File: src/rtl/memresp_pkg.sv
package memresp_pkg;

   typedef enum logic [2:0] {
      MR_IDLE  = 3'd0,
      MR_SNOOP = 3'd1,
      MR_CLEAN = 3'd2,
      MR_SEND  = 3'd3,
      MR_CAPT  = 3'd4,
      MR_DRAIN = 3'd5
   } mr_state_e;

endpackage

File: src/rtl/memresp_seq.sv
module memresp_seq
   import memresp_pkg::*;
(
   input  logic clk,
   input  logic rst_n,
   input  logic req_valid,
   input  logic req_is_store,
   input  logic fetch_done,
   input  logic inhibit_in,
   input  logic modified_in,
   input  logic dbus_gnt,
   input  logic send_last,
   input  logic cap_last,
   output logic fetch_start,
   output logic dbus_req,
   output logic sending,
   output logic capturing,
   output logic load_line
);

   mr_state_e st_q, st_d;
   logic      store_q;
   logic      fetched_q;
   logic      fetch_in_hand;

   assign fetch_in_hand = fetched_q | fetch_done;
   assign fetch_start   = (st_q == MR_IDLE) && req_valid;
   assign dbus_req      = (st_q == MR_CLEAN) && fetched_q;
   assign sending       = (st_q == MR_SEND);
   assign capturing     = (st_q == MR_CAPT);
   assign load_line     = (st_q != MR_IDLE) && fetch_done;

   always_comb begin
      st_d = st_q;
      unique case (st_q)
         MR_IDLE:  if (req_valid) st_d = MR_SNOOP;
         MR_SNOOP: begin
            if (!inhibit_in) begin
               if (!modified_in)     st_d = MR_CLEAN;
               else if (!store_q)    st_d = MR_CAPT;
               else if (fetch_in_hand) st_d = MR_IDLE;
               else                  st_d = MR_DRAIN;
            end
         end
         MR_CLEAN: if (dbus_req && dbus_gnt) st_d = MR_SEND;
         MR_SEND:  if (send_last) st_d = MR_IDLE;
         MR_CAPT:  if (cap_last) st_d = fetch_in_hand ? MR_IDLE : MR_DRAIN;
         MR_DRAIN: if (fetch_done) st_d = MR_IDLE;
         default:  st_d = MR_IDLE;
      endcase
   end

   always_ff @(posedge clk) begin
      if (!rst_n) begin
         st_q      <= MR_IDLE;
         store_q   <= 1'b0;
         fetched_q <= 1'b0;
      end else begin
         st_q <= st_d;
         if (fetch_start) begin
            store_q   <= req_is_store;
            fetched_q <= 1'b0;
         end else if (load_line) begin
            fetched_q <= 1'b1;
         end
      end
   end

endmodule

File: src/rtl/memresp_tx.sv
module memresp_tx #(
   parameter int BEAT_W = 64,
   parameter int BEATS  = 4,
   localparam int LINE_W = BEAT_W * BEATS,
   localparam int CNT_W  = $clog2(BEATS)
) (
   input  logic              clk,
   input  logic              rst_n,
   input  logic              load_line,
   input  logic [LINE_W-1:0] fetch_line,
   input  logic              sending,
   output logic              send_last,
   output logic              dout_valid,
   output logic [BEAT_W-1:0] dout_data
);

   logic [LINE_W-1:0] line_q;
   logic [CNT_W-1:0]  beat_q;

   assign dout_valid = sending;
   assign send_last  = sending && (beat_q == CNT_W'(BEATS - 1));
   assign dout_data  = sending ? line_q[beat_q * BEAT_W +: BEAT_W] : '0;

   always_ff @(posedge clk) begin
      if (!rst_n) begin
         line_q <= '0;
         beat_q <= '0;
      end else begin
         if (load_line) line_q <= fetch_line;
         if (send_last)    beat_q <= '0;
         else if (sending) beat_q <= beat_q + 1'b1;
      end
   end

endmodule

File: src/rtl/memresp_wb.sv
module memresp_wb #(
   parameter int ADDR_W = 32,
   parameter int BEAT_W = 64,
   parameter int BEATS  = 4,
   localparam int LINE_W = BEAT_W * BEATS,
   localparam int CNT_W  = $clog2(BEATS)
) (
   input  logic              clk,
   input  logic              rst_n,
   input  logic              fetch_start,
   input  logic [ADDR_W-1:0] req_addr,
   input  logic              capturing,
   input  logic              bus_valid,
   input  logic [BEAT_W-1:0] bus_data,
   output logic              cap_last,
   output logic              wb_valid,
   output logic [ADDR_W-1:0] wb_addr,
   output logic [LINE_W-1:0] wb_line
);

   logic [CNT_W-1:0]  cnt_q;
   logic [ADDR_W-1:0] addr_q;
   logic              take;

   assign take     = capturing && bus_valid;
   assign cap_last = take && (cnt_q == CNT_W'(BEATS - 1));

   for (genvar k = 0; k < BEATS; k++) begin : g_lane
      logic [BEAT_W-1:0] lane_q;
      always_ff @(posedge clk) begin
         if (!rst_n)                             lane_q <= '0;
         else if (take && cnt_q == CNT_W'(k))    lane_q <= bus_data;
      end
      assign wb_line[k*BEAT_W +: BEAT_W] = lane_q;
   end

   always_ff @(posedge clk) begin
      if (!rst_n) begin
         cnt_q    <= '0;
         addr_q   <= '0;
         wb_addr  <= '0;
         wb_valid <= 1'b0;
      end else begin
         wb_valid <= cap_last;
         if (fetch_start) addr_q <= req_addr;
         if (cap_last) begin
            cnt_q   <= '0;
            wb_addr <= addr_q;
         end else if (take) begin
            cnt_q <= cnt_q + 1'b1;
         end
      end
   end

endmodule

File: src/rtl/memresp_ctrl.sv
module memresp_ctrl #(
   parameter int ADDR_W = 32,
   parameter int BEAT_W = 64,
   parameter int BEATS  = 4,
   localparam int LINE_W = BEAT_W * BEATS
) (
   input  logic              clk,
   input  logic              rst_n,
   input  logic              req_valid,
   input  logic              req_is_store,
   input  logic [ADDR_W-1:0] req_addr,
   output logic              fetch_start,
   output logic [ADDR_W-1:0] fetch_addr,
   input  logic              fetch_done,
   input  logic [LINE_W-1:0] fetch_line,
   input  logic              inhibit_in,
   input  logic              modified_in,
   output logic              dbus_req,
   input  logic              dbus_gnt,
   output logic              dout_valid,
   output logic [BEAT_W-1:0] dout_data,
   input  logic              bus_valid,
   input  logic [BEAT_W-1:0] bus_data,
   output logic              wb_valid,
   output logic [ADDR_W-1:0] wb_addr,
   output logic [LINE_W-1:0] wb_line
);

   if (BEATS < 2 || (BEATS & (BEATS - 1)) != 0) begin : g_bad_beats
      $error("memresp_ctrl: BEATS must be a power of two of at least 2");
   end
   if (BEAT_W < 8 || ADDR_W < 1) begin : g_bad_width
      $error("memresp_ctrl: BEAT_W must be at least 8 and ADDR_W at least 1");
   end

   logic sending, capturing, load_line, send_last, cap_last;

   assign fetch_addr = req_addr;

   memresp_seq u_seq (
      .clk          (clk),
      .rst_n        (rst_n),
      .req_valid    (req_valid),
      .req_is_store (req_is_store),
      .fetch_done   (fetch_done),
      .inhibit_in   (inhibit_in),
      .modified_in  (modified_in),
      .dbus_gnt     (dbus_gnt),
      .send_last    (send_last),
      .cap_last     (cap_last),
      .fetch_start  (fetch_start),
      .dbus_req     (dbus_req),
      .sending      (sending),
      .capturing    (capturing),
      .load_line    (load_line)
   );

   memresp_tx #(.BEAT_W(BEAT_W), .BEATS(BEATS)) u_tx (
      .clk        (clk),
      .rst_n      (rst_n),
      .load_line  (load_line),
      .fetch_line (fetch_line),
      .sending    (sending),
      .send_last  (send_last),
      .dout_valid (dout_valid),
      .dout_data  (dout_data)
   );

   memresp_wb #(.ADDR_W(ADDR_W), .BEAT_W(BEAT_W), .BEATS(BEATS)) u_wb (
      .clk         (clk),
      .rst_n       (rst_n),
      .fetch_start (fetch_start),
      .req_addr    (req_addr),
      .capturing   (capturing),
      .bus_valid   (bus_valid),
      .bus_data    (bus_data),
      .cap_last    (cap_last),
      .wb_valid    (wb_valid),
      .wb_addr     (wb_addr),
      .wb_line     (wb_line)
   );

endmodule

File: config.mk
export PLATFORM = sky130hd
export DESIGN_NAME = memresp_ctrl
export DESIGN_NICKNAME = d
export VERILOG_FILES = /design/src/rtl/memresp_pkg.sv /design/src/rtl/memresp_seq.sv /design/src/rtl/memresp_tx.sv /design/src/rtl/memresp_wb.sv /design/src/rtl/memresp_ctrl.sv
export SDC_FILE = /design/constraint.sdc
export NUM_CORES = 1
export LEC_CHECK = 0
export ABC_AREA = 1
export BUFFER_PORTS_ARGS = -buffer_cell sky130_fd_sc_hd__buf_2
export CAP_MARGIN = 20
export CORE_AREA = 10 10 280 282
export DETAILED_ROUTE_END_ITERATION = 8
export DIE_AREA = 0 0 290 292
export SLEW_MARGIN = 10
export SYNTH_ARGS = -nofsm -noshare
export SYNTH_HDL_FRONTEND = slang
export SYNTH_HIERARCHICAL = 1
export SYNTH_SLANG_ARGS = --single-unit
export TNS_END_PERCENT = 100
File: constraint.sdc
create_clock -name clk -period 4.9 [get_ports clk]
set_input_delay 0.49 -clock clk [delete_from_list [all_inputs] [get_ports clk]]
set_output_delay 0.49 -clock clk [all_outputs]
set_load 0.1 [all_outputs]
==> reports/metrics.csv, run 1 <==
metric;value;unit
Final Cycle Share;76.03;%
Post-CTS Setup Inserts;0;
cell chain of the critical path;inv_4, buf_4, nand2_1, nand3_1, a21oi_1, buf_2;
Sequential Area;11740;um2
CTS H-Tree Depth;3;
share of cells above drive strength 1;21.44;%
Peak VDD IR;0.3161;mV
post-CTS sizing;0;
Rows;99;
Period minus WS final;3726;ps
final number of max-transition violations;0;
Routed Antenna Nets;0;
Cell variety after synth;22;
clk buf depth;3;
Rel. slew slack;31.14;%
Worst EP required;4410;ps
final wirelength;91940;um
Worst-Margin Slew;1033;ps
Initial Util;33.38;%
vias in the first global route;21920;
Power Density;498.6;nW/um2
outcome;complete, no violations;
worst-path maximum fanout;82;
Die Footprint;84680;um2
Worst-path clk slew;60;ps
Buf+Inv Stages, Crit Path;3;
antenna violations before repair;21;
Finished Layout Cells;5109;
slowest stage delay, CP;710;ps
Synth-to-Final Area Change;25.30;%
worst skew pair latency;590;ps
Multi-input gate area;9413;um2
syn_area_per_cell;6.888;um2
family with the most delay on the worst path;buffers and inverters;
# setup viols final;0;
Num CTS Buffers;68;
First-pass DRT Iterations;6;
WL/cell;18.00;um
core area;72590;um2
Post-CTS Hold Buffers;0;
Hold Violations, Final;0;
Leakage Power;15.78;nW
Post-Syn Instances;3518;
Max Cap Viol;0;
CTS tree;yes;
largest net degree at the start of global routing;212;
gpl congestion;0.8659;
CTS root buf;clkbuf_16;
die height;292;um
total congestion overflow;0;
I/O pins;749;
fillers;7705;
Via density;4.635;
slowest cell on the critical path;dfxtp_4;
Crit. End Element;primary output;
DRC;0;
register area share after synthesis;48.41;%
mapped cell area;24230;um2
first-pass GRT wire length;136000;um
Final HPWL DP;65240;um
Setup TNS Final;0;ps
count of input and output buffers;748;
YS warnings;6;
total track usage;20.34;%
Yosys reg bits;586;
Final nets;4455;
initial DRC count;1890;
crit path kind;reg -> out;
RSZ-0062 raised after global routing;no;
Post-Place Cells;4976;
routed via count;23680;
die width;290;um
Hold Path Class;in -> reg;
Clock Skew;12.84;ps
FMAX;268.4;MHz
CTS sink cnt;586;
Synthesized Nets;3884;
Worst EP arrival;3240;ps
CP Launch Type;flip-flop;
## final cells by class
class | count | area share [%]
sequential | 586 | 38.66
multi-input combinational | 2189 | 31.00
timing repair buffer | 773 | 13.38
clock buffer | 97 | 6.297
inverter | 471 | 5.856
tap | 959 | 3.952
clock inverter | 16 | 0.7088
antenna | 18 | 0.1484
## sequential cells by signal, indices dropped and copies added (netlist names)
name                flops
u_tx/line_q           256
u_wb/g_lane.lane_q    256
u_wb/addr_q            32
u_wb/wb_addr           32
u_seq/st_q              3
u_tx/beat_q             2
u_wb/cnt_q              2
u_seq/fetched_q         1
u_seq/store_q           1
u_wb/wb_valid           1
## final timing paths
path                                    end  cells past startpoint  slack (ps)             from
setup / recovery              dout_data[36]                      6        1170   u_tx/beat_q[0]
hold / removal    u_wb/g_lane[3].lane_q[18]                      3         130     bus_data[18]
setup reg to reg   u_wb/g_lane[3].lane_q[0]                      8        2010    u_seq/st_q[1]
hold reg to reg            u_wb/wb_addr[13]                      2         440  u_wb/addr_q[13]
## worst register-to-register path: stages (launching register included)
cell and delay (ps):
dfxtp_1 360, nor2_1 190, nand2_1 120, inv_1 330, nand3_4 490, nor2_4 710, buf_4 440, nand2_1 120
nand2_1 80
## cells in the final DEF (no fill, tap or decap), types with 3 or more instances in the layout
cell / instances
a21oi_1: 326
buf_12: 8
buf_2: 747
buf_4: 16
clkbuf_1: 20
clkbuf_16: 69
clkbuf_8: 8
clkinv_2: 6
dfxtp_1: 584
diode_2: 18
ha_1: 5
inv_1: 465
inv_2: 4
nand2_1: 858
nand2_2: 3
nand3_1: 228
nand3_4: 4
nor2_1: 466
o21ai_0: 61
o21ai_1: 230
## Yosys cell counts (all sizes together)
master  instances  share of area (%)
nand3b          1              0.031
a21oi         326                6.7
ha              5               0.26
inv           471                7.3
nor3            2              0.041
nand3         233                4.9
nor2          470                7.4
buf           214                4.7
o21ai         291                6.0
nand2         861                 13
dfxtp         586                 48
clkbuf         58               0.90
## logic make-up (layout without fill, tap and decap cells)
| logic type | count (synthesis) | in the layout | share of synthesized area (%) |
|---|---|---|---|
| simple gates | 1567 | 1567 | 25.69 |
| flops | 586 | 586 | 48.41 |
| buf+inv | 743 | 1357 | 12.89 |
| other cells | 0 | 18 | 0 |
| compound gates | 617 | 617 | 12.74 |
| fa+ha+maj | 5 | 5 | 0.2582 |
## metrics by stage
stage | cell area [um2] | utilization, % | total power [mW] | worst slack (ps) | hold slack, ps
finish | 30360 | 41.83 | 15.14 | 1174 | 132.8
global route | 30350 | 41.81 | 16.01 | 970.7 | 115.3
CTS | 30270 | 41.70 | 15.24 | 1094 | 83.50
detailed placement | 28140 | 38.77 | 10.29 | 1766 | 424.7
global placement | 28140 | 38.77 | 10.25 | 1776 | 420.1
floorplan | 24230 | - | 9.334 | 1853 | 413.5
## per-layer routing
metal	up-vias	share of wire (%)	global-route usage, %
met5	-	0.094	0
met4	12	4.4	10.50
met3	180	6.6	4.594
met2	798	48	33.62
met1	10690	41	24.48
li1	11990	-	-
## power by group
group          total (mW)  switching, mW  internal, mW  leakage (nW)
Sequential           5.86          0.268          5.59          4.78
Clock                4.91           2.07          2.84          1.03
Combinational        4.37           3.29          1.08          9.97
No activity file was read; power rests on OpenSTA's default activity.
==> inputs of run 2 (changes only) <==
--- a/config.mk
+++ b/config.mk
@@ -5,12 +5,12 @@
 export SDC_FILE = /design/constraint.sdc
 export NUM_CORES = 1
 export LEC_CHECK = 0
-export ABC_AREA = 1
+export ABC_AREA = 0
 export BUFFER_PORTS_ARGS = -buffer_cell sky130_fd_sc_hd__buf_2
 export CAP_MARGIN = 20
-export CORE_AREA = 10 10 280 282
+export CORE_AREA = 10 10 286 288
 export DETAILED_ROUTE_END_ITERATION = 8
-export DIE_AREA = 0 0 290 292
+export DIE_AREA = 0 0 296 298
 export SLEW_MARGIN = 10
 export SYNTH_ARGS = -nofsm -noshare
 export SYNTH_HDL_FRONTEND = slang
==> constraint.sdc (replaced) <==
create_clock -name clk -period 3.82 [get_ports clk]
set_input_delay 0.382 -clock clk [delete_from_list [all_inputs] [get_ports clk]]
set_output_delay 0.382 -clock clk [all_outputs]
set_load 0.1 [all_outputs]
==> run 2 against run 1 <==
Against the previous run: sequential power increased by 21%; clock power increased by 32%; register-to-register slack got worse by 760 ps; count of clock-buffer cells in the layout decreased by 4; first-iteration DRC count decreased by 54%; utilization about the same; cell count decreased by 19%; highest routed layer unchanged; total power increased by 12%; via count decreased by 20%; cell area increased by 4.3%; hold slack got worse by 88 ps.
==> reports/metrics.csv, run 2 <==
metric;value;unit
routed via count;18940;
Initial Util;31.34;%
top post-synthesis cells by area;dfxtp_1 49%, mux2i_1 30%, nand2_1 6.1%;
Synthesized Nets;2662;
# setup viols final;0;
crit path kind;reg -> out;
YS warnings;6;
final wirelength;79320;um
I/O pins;749;
Power Density;535.4;nW/um2
Setup TNS Final;0;ps
die width;296;um
Largest regs;u_tx/line_q x256, u_wb/g_lane.lane_q x256;
initial DRC count;877;
total congestion overflow;0;
largest net degree at the start of global routing;130;
CP Launch Type;flip-flop;
EDFF count, synth;0;
die height;298;um
vias in the first global route;19390;
hold path depth;3;
First-pass DRT Iterations;5;
gpl congestion;0.9274;
antenna violations before repair;12;
Hold Violations, Final;0;
worst-path maximum fanout;35;
post-synth top area cell;dfxtp_1;
register area share after synthesis;49.45;%
count of input and output buffers;748;
Peak VDD IR;0.3432;mV
Die Footprint;88210;um2
Synth-to-Final Area Change;33.43;%
CTS tree;yes;
syn_area_per_cell;10.33;um2
FMAX;292.6;MHz
Cell variety after synth;38;
Crit. End Element;primary output;
R2R depth;6;
total track usage;17.04;%
final instance area;31650;um2
dpl cell area;27720;um2
Post-Syn Instances;2296;
Via density;4.557;
Synth top cells by count;705 x mux2i_1, 586 x dfxtp_1, 388 x nand2_1;
Post-CTS Setup Inserts;0;
Final nets;3485;
core area;75700;um2
DRC;0;
Max Cap Viol;0;
Final HPWL DP;57460;um
Worst-path clk slew;60;ps
Clock Skew;23.49;ps
Leakage Power;14.96;nW
Worst EP required;3440;ps
mapped cell area;23720;um2
clk buf depth;3;
post-synth top area share;49.45;%
top_reg_cell synth;dfxtp_1;
worst skew pair latency;610;ps
Rows;101;
most common cell after layout, fill and taps aside;buf_2;
Worst EP arrival;3040;ps
Num CTS Buffers;67;
FFs w/ async S/R, synth;0;%
final number of max-transition violations;0;
share of cells above drive strength 1;28.62;%
Finished Layout Cells;4156;
Worst-Margin Slew;835.2;ps
most common cell in the netlist;mux2i_1;
most frequent cells in the layout;747 x buf_2, 705 x mux2i_1, 585 x dfxtp_1;
Yosys reg bits;586;
outcome;complete, no violations;
Final Cycle Share;89.46;%
Worst Slack Setup Final;402.6;ps
first-pass GRT wire length;118600;um
final core occ;41.81;%
dpl ws;876.5;ps
Post-Place Cells;3859;
Hold Path Class;in -> reg;
CTS H-Tree Depth;3;
WL/cell;19.09;um
Rel. slew slack;44.20;%
CTS sink cnt;586;
RSZ-0062 raised after global routing;no;
Period minus WS final;3417;ps
Routed Antenna Nets;0;
CTS root buf;clkbuf_16;
run 2: changes by cell type after synthesis, sizes merged, moves of 7 or more:
cell	previous run	this run
mux2i	0	705
nand2	861	388
inv	471	7
a21oi	326	6
o21ai	291	3
nand3	233	5
nor2	470	257
o22ai	0	64
buf	214	151
nor2b	0	35
clkbuf	58	51
run 2: critical path: stages, from the launching register on:
cell	delay [ps]
dfxtp_1	610
and3_1	410
nand2_4	290
buf_4	360
o22ai_1	250
buf_2	480
run 2: what timing repair did:
action	4_1_cts	5_1_grt
endpoints found under the hold margin	169	0
endpoints found under the setup margin	0	4
hold buffers	169	0
resized for setup	0	1
run 2: worst paths after layout:
kind,to,from,slack (ps)
setup / recovery,dout_data[13],u_seq/st_q[0],400
hold / removal,u_tx/line_q[10],fetch_line[10],50
setup reg to reg,u_wb/g_lane[3].lane_q[22],u_seq/st_q[0],1250
hold reg to reg,u_wb/g_lane[2].lane_q[50],u_wb/g_lane[2].lane_q[50],450
run 2: routing by layer:
metal	GRT usage [%]	up-vias	wire length, um
met2	29.06	636	38090
met1	19.47	8812	31450
met4	4.799	8	1932
li1	-	9364	-
met5	0	-	36
met3	6.634	118	7809
run 2: per-stage QoR:
stage / total power, mW / hold WS, ps
4_1_cts: 17.16 / 0.3975
6_report: 16.95 / 45.03
5_1_grt: 17.70 / 17.02
3_3_place_gp: 10.43 / 439.8
2_1_floorplan: 9.785 / 437.4
3_5_place_dp: 10.45 / 443.6
run 2: cells by family after synthesis:
kind of cell	after synthesis	share of synthesized area, %
AO/OA/AOI/OAI	84	2.268
flip-flops	586	49.45
AND/OR/NAND/NOR	707	11.92
multiplexers	705	29.75
buffers and inverters	209	6.345
adder cells (fa/ha/maj)	5	0.2637
run 2: layout make-up:
class | instances | area [um2]
multi-input cells | 1501 | 10560
inverters | 7 | 33.78
repair buffers | 956 | 5863
clock buffers | 93 | 1894
diodes | 9 | 22.52
clock inverters | 26 | 320.3
flip-flops and latches | 586 | 11740
fillers | 7363 | 44040
well taps | 978 | 1224
run 2: power by group:
part | leakage (nW) | switching (mW) | internal [mW] | total [mW]
clock network | 1.09 | 2.69 | 3.79 | 6.48
logic | 9.12 | 1.97 | 1.42 | 3.39
registers | 4.75 | 0.358 | 6.72 | 7.08
